[config.mk]
export PLATFORM = sky130hd
export DESIGN_NAME = bankreg_window
export DESIGN_NICKNAME = d
export VERILOG_FILES = /design/src/rtl/bankreg_pkg.sv /design/src/rtl/bankreg_decode.sv /design/src/rtl/bankreg_bank.sv /design/src/rtl/bankreg_select.sv /design/src/rtl/bankreg_window.sv
export SDC_FILE = /design/constraint.sdc
export NUM_CORES = 1
export LEC_CHECK = 0
export ABC_AREA = 0
export CAP_MARGIN = 20
export CORE_MARGIN = 2
export CORE_UTILIZATION = 30
export CTS_CLUSTER_SIZE = 28
export DETAILED_ROUTE_END_ITERATION = 8
export PLACE_DENSITY = 0.54
export SLEW_MARGIN = 30
export SYNTH_ARGS = -nofsm -noshare
export SYNTH_HDL_FRONTEND = slang
export SYNTH_SLANG_ARGS = --single-unit
[constraint.sdc]
create_clock -name clk -period 4.5 [get_ports clk]
set_clock_uncertainty 0.05 [all_clocks]
set_input_delay 0.45 -clock clk [delete_from_list [all_inputs] [get_ports clk]]
set_output_delay 0.45 -clock clk [all_outputs]
set_load 0.005 [all_outputs]
[src/rtl/bankreg_pkg.sv]
package bankreg_pkg;
  localparam int ADDR_W     = 4;
  localparam int DATA_W     = 16;
  localparam int NUM_BANKS  = 4;
  localparam int REGS_PER_BANK = 7;
  localparam int WIDX_W     = ADDR_W - 1;
  localparam int BANK_W     = $clog2(NUM_BANKS);
  localparam int LANES      = DATA_W / 8;
  localparam logic [WIDX_W-1:0] SEL_IDX = WIDX_W'((1 << WIDX_W) - 1);
  localparam logic [DATA_W-1:0] SEL_FIXED = 16'h3300;

  function automatic logic [DATA_W-1:0] reg_default(input int b, input int w);
    return DATA_W'(((b + 1) << 12) + (w * 17));
  endfunction
endpackage

[src/rtl/bankreg_decode.sv]
module bankreg_decode
  import bankreg_pkg::*;
#(
  parameter int AW = ADDR_W,
  parameter int DW = DATA_W
) (
  input  logic [AW-1:0]   addr,
  input  logic [1:0]      be,
  input  logic            wide_mode,
  input  logic [DW-1:0]   wdata,
  output logic [AW-2:0]   word_idx,
  output logic [1:0]      lane_en,
  output logic            odd_lane,
  output logic [DW-1:0]   wdata_lanes
);
  always_comb begin
    word_idx = addr[AW-1:1];
    odd_lane = addr[0];
    if (wide_mode) begin
      lane_en     = be;
      wdata_lanes = wdata;
    end else begin
      lane_en     = addr[0] ? 2'b10 : 2'b01;
      wdata_lanes = {wdata[7:0], wdata[7:0]};
    end
  end
endmodule

[src/rtl/bankreg_bank.sv]
module bankreg_bank
  import bankreg_pkg::*;
#(
  parameter int BANK_ID = 0,
  parameter int NREGS   = REGS_PER_BANK,
  parameter int IW      = WIDX_W,
  parameter int DW      = DATA_W
) (
  input  logic          clk,
  input  logic          rst,
  input  logic          we,
  input  logic [IW-1:0] idx,
  input  logic [1:0]    lane_en,
  input  logic [DW-1:0] wdata,
  output logic [DW-1:0] rword
);
  localparam int NL = DW / 8;
  logic [DW-1:0] regs [NREGS];

  always_ff @(posedge clk) begin
    if (rst) begin
      for (int w = 0; w < NREGS; w++) regs[w] <= reg_default(BANK_ID, w);
    end else if (we) begin
      for (int w = 0; w < NREGS; w++)
        for (int l = 0; l < NL; l++)
          if (int'(idx) == w && lane_en[l]) regs[w][l*8 +: 8] <= wdata[l*8 +: 8];
    end
  end

  always_comb begin
    rword = '0;
    for (int w = 0; w < NREGS; w++)
      if (int'(idx) == w) rword = regs[w];
  end
endmodule

[src/rtl/bankreg_select.sv]
module bankreg_select
  import bankreg_pkg::*;
#(
  parameter int BW = BANK_W
) (
  input  logic          clk,
  input  logic          rst,
  input  logic          we,
  input  logic          low_lane,
  input  logic [BW-1:0] wbank,
  output logic [BW-1:0] bank
);
  always_ff @(posedge clk) begin
    if (rst)                 bank <= '0;
    else if (we && low_lane) bank <= wbank;
  end
endmodule

[src/rtl/bankreg_window.sv]
module bankreg_window
  import bankreg_pkg::*;
(
  input  logic              clk,
  input  logic              rst,
  input  logic [ADDR_W-1:0] addr,
  input  logic              rd_en,
  input  logic              wr_en,
  input  logic [1:0]        be,
  input  logic              wide_mode,
  input  logic [DATA_W-1:0] wdata,
  output logic [DATA_W-1:0] rdata,
  output logic              rdata_valid
);
  logic [WIDX_W-1:0] word_idx;
  logic [1:0]        lane_en;
  logic              odd_lane;
  logic [DATA_W-1:0] wd_lanes;
  logic [BANK_W-1:0] cur_bank;
  logic              sel_hit;
  logic [DATA_W-1:0] bank_word [NUM_BANKS];
  logic [DATA_W-1:0] rd_word;

  bankreg_decode u_dec (
    .addr(addr), .be(be), .wide_mode(wide_mode), .wdata(wdata),
    .word_idx(word_idx), .lane_en(lane_en), .odd_lane(odd_lane),
    .wdata_lanes(wd_lanes)
  );

  assign sel_hit = (word_idx == SEL_IDX);

  bankreg_select u_sel (
    .clk(clk), .rst(rst), .we(wr_en && sel_hit), .low_lane(lane_en[0]),
    .wbank(wd_lanes[BANK_W-1:0]), .bank(cur_bank)
  );

  for (genvar g = 0; g < NUM_BANKS; g++) begin : g_bank
    bankreg_bank #(.BANK_ID(g)) u_bank (
      .clk(clk), .rst(rst),
      .we(wr_en && !sel_hit && (cur_bank == BANK_W'(g))),
      .idx(word_idx), .lane_en(lane_en), .wdata(wd_lanes),
      .rword(bank_word[g])
    );
  end

  always_comb begin
    if (sel_hit) rd_word = SEL_FIXED | DATA_W'(cur_bank);
    else         rd_word = bank_word[cur_bank];
  end

  always_ff @(posedge clk) begin
    if (rst) begin
      rdata       <= '0;
      rdata_valid <= 1'b0;
    end else begin
      rdata_valid <= rd_en;
      if (rd_en) begin
        if (wide_mode) rdata <= rd_word;
        else           rdata <= {8'h00, odd_lane ? rd_word[15:8] : rd_word[7:0]};
      end
    end
  end
endmodule

==> metrics.md <==
| Metric | Value |
|---|---|
| FF-to-FF Start | u_sel.bank[0]$_SDFFE_PP0P_ |
| Post-synthesis sequential area ratio | 63.7% |
| Hold Violations, Final | 0 |
| Synthesized area | 0.0217 mm2 |
| Synth area leader | edfxtp_1 |
| Synth cell types | 77 |
| CTS Buf Count | 47 |
| Clock latency at the later pin of the worst-skew pair | 0.61 ns |
| Area delta synth->final | 12.9% |
| FP Rows | 98 |
| Setup violators final | 0 |
| Number of buffers added on ports | 43 |
| Clk buf depth | 3 |
| Clock root buffer | clkbuf_16 |
| Fraction of power spent switching nets | 24.3% |
| Clock sinks | 467 |
| Max transition margin | 34.5% |
| Status | complete, no violations |
| HP Class | input pin to register |
| WL final | 73200 um |
| Syn nets | 1784 |
| Min Hold Slack | 0.380 ns |
| Detailed-route DRC error count | 0 |
| Initial core utilization | 30.3% |
| Int Power | 7.43 mW |
| Antenna-violating nets left | 0 |
| Layout cells sized above 1 | 11.9% |
| FMAX | 312 MHz |
| Synth Instances | 1757 |
| Flops & latches, synth | 467 |
| Die X | 273 um |
| Post-synth top cells | 448 x edfxtp_1, 318 x nor2_1, 93 x nand2_1 |
| Hold Crit Start | rst |
| Startpoint Class | input pin |
| Most frequent cell after synthesis | edfxtp_1 |
| H-tree levels | 2 |
| Flop-to-flop setup slack | 1.52 ns |
| Router iterations before antenna repair | 5 |
| Setup TNS | 0 ns |
| RSZ-0062 raised after global routing | no |
| Crit path launch | addr[1] |
| Nets | 1784 |
| Seq pwr share | 51.0% |
| Dpl hpwl | 49400 um |
| Critical path class | input pin to register |
| Die area | 0.0745 mm2 |
| Setup bufs post-CTS | 0 |
| Asr flop ratio synth | 0% |
| Core Area | 0.0716 mm2 |
| Die H | 273 um |
| Max Cap Violations | 0 |
| Reg clk slew, reported paths | 0.06 ns |
| Dominant cells by area after synthesis | edfxtp_1 62%, nor2_1 5.5%, mux2i_1 3.3%, mux2_2 2.2%, nand2b_1 2.0% |
| Final period util | 71.2% |
| CP required | 4.99 ns |
| Worst endpoint data arrival time | 3.70 ns |
| Total leakage power | 8.00 nW |
| Initial antenna violation count | 3 |
| First-pass GRT wire length | 106000 um |
| Comb pwr share | 8.9% |
| Largest net degree at the start of global routing | 70 |
| Clk pwr share | 40.1% |
| Crit path max fanout | 34 |
| Syn_area_per_cell | 12.4 um2 |
| Predominant post-synthesis flop cell | edfxtp_1 |
| Number of global-route vias before repair | 14900 |
| Final Max Tran Viols | 0 |
| CTS tree | done |
| Min Clock Period, post-route | 3.20 ns |
| CP Capture Type | register |
| DRT iter0 DRCs | 1952 |
| Post-synth EDFFs | 448 |
| Pwr dens | 401 mW/mm2 |
| Placer Congestion | 0.890 |
| Remaining global-route overflow | 0 |
| NetSw | 2.39 mW |
| Top-area cell type share of the netlist area | 62.0% |
| Via count | 15300 |
| Slew of the pin with the lowest slew margin | 0.982 ns |
| Via density | 5.56 |
| Max VDD drop | 0.000260 V |
| Post-CTS sizing | 0 |
| Yosys warnings | 0 |
| Post-CTS Hold Fix Bufs | 0 |
| GRT Resource Usage Total | 19.4% |
| IO Count | 44 |
| Avg WL per Cell | 26.7 um |
-- cells in the final DEF, fill, tap and decap left out, types with 6 or more instances in the layout --
cell type,instances
clkdlybuf4s50_1,39
o21ai_0,31
a211oi_1,10
o2bb2ai_1,6
a221o_1,27
a221oi_1,25
inv_1,29
nor3_1,9
a31oi_1,6
mux2_2,43
buf_4,56
a21oi_1,33
nand3b_1,11
nor2_1,315
nand2_1,93
o2111ai_1,12
edfxtp_1,448
o221ai_1,19
o22ai_1,8
clkbuf_1,13
o211ai_1,13
nor2b_1,7
nand3_1,52
clkbuf_16,48
mux4_2,7
o21bai_1,10
mux2i_1,71
clkinv_1,12
and2_1,36
or3_1,43
or2_2,12
a22oi_1,42
dfxtp_1,19
nand4_1,9
a32oi_1,10
nand2b_1,66
nor2_2,8
-- metal layers --
metal | wire [um] | up-vias | GRT usage [%]
met5 | 10 | - | 0
met4 | 2640 | 2 | 6.92
met3 | 6320 | 157 | 3.68
met2 | 34200 | 772 | 31.4
met1 | 30000 | 7783 | 26.0
li1 | - | 6553 | -
-- through the flow --
stage                     setup slack (ns)  instances  total power [mW]  cell area [um2]  utilization [%]
after floorplan                       2.17       1757              5.56            21700                -
after global placement               0.729       2658              5.95            23000             32.1
after detailed placement             0.695       2658              5.96            23000             32.1
after CTS                             1.33       2743              9.85            24500             34.2
after global routing                  1.25       2743              10.1            24500             34.2
final                                 1.30       2744              9.82            24500             34.2
-- registers in the layout, indices dropped and copies added, names as in the netlist --
signal	cells
g_bank.u_bank.regs	448
rdata	16
rdata_valid	1
u_sel.bank	2
-- final cells by class --
cell class	instances	area [um2]
antenna	1	2.50
clock buffer	61	1250
clock inverter	24	251
fill	7105	47100
inverter	32	120
multi-input combinational	1110	6960
sequential	467	13800
tap	950	1190
timing repair buffer	99	891
-- power groups by stage --
stage,combinational [mW],clock (mW),sequential (mW)
3_5_place_dp,0.859,0,5.10
5_1_grt,0.909,4.15,5.02
4_1_cts,0.861,3.98,5.01
6_report,0.872,3.94,5.01
2_1_floorplan,0.500,0,5.06
3_3_place_gp,0.853,0,5.10
-- worst max-delay path, stage by stage --
cell       delay (ns)
buf_4            0.41
buf_12           0.29
nor2b_4          0.73
a22oi_1          0.24
o221ai_1         0.35
a221oi_1         0.18
a2111oi_0        0.78
a211o_1          0.18
-- logic make-up after synthesis --
kind of cell | after synthesis | synth area share (%)
AND/OR/NAND/NOR | 691 | 15.2
flip-flops | 467 | 63.7
AO/OA/AOI/OAI | 296 | 10.4
buffers and inverters | 180 | 4.35
multiplexers | 123 | 6.35
-- path summary, 6_finish.rpt --
kind | to | cells past startpoint
worst max-delay path | rdata[3]$_SDFFE_PP0P_ | 8
worst min-delay path | rdata[14]$_SDFFE_PP0P_ | 2
worst max register to register | g_bank[2].u_bank.regs[0][60]$_SDFFCE_PN1P_ | 5
worst min register to register | rdata[12]$_SDFFE_PP0P_ | 2
Power figures use the tool's default switching activity.
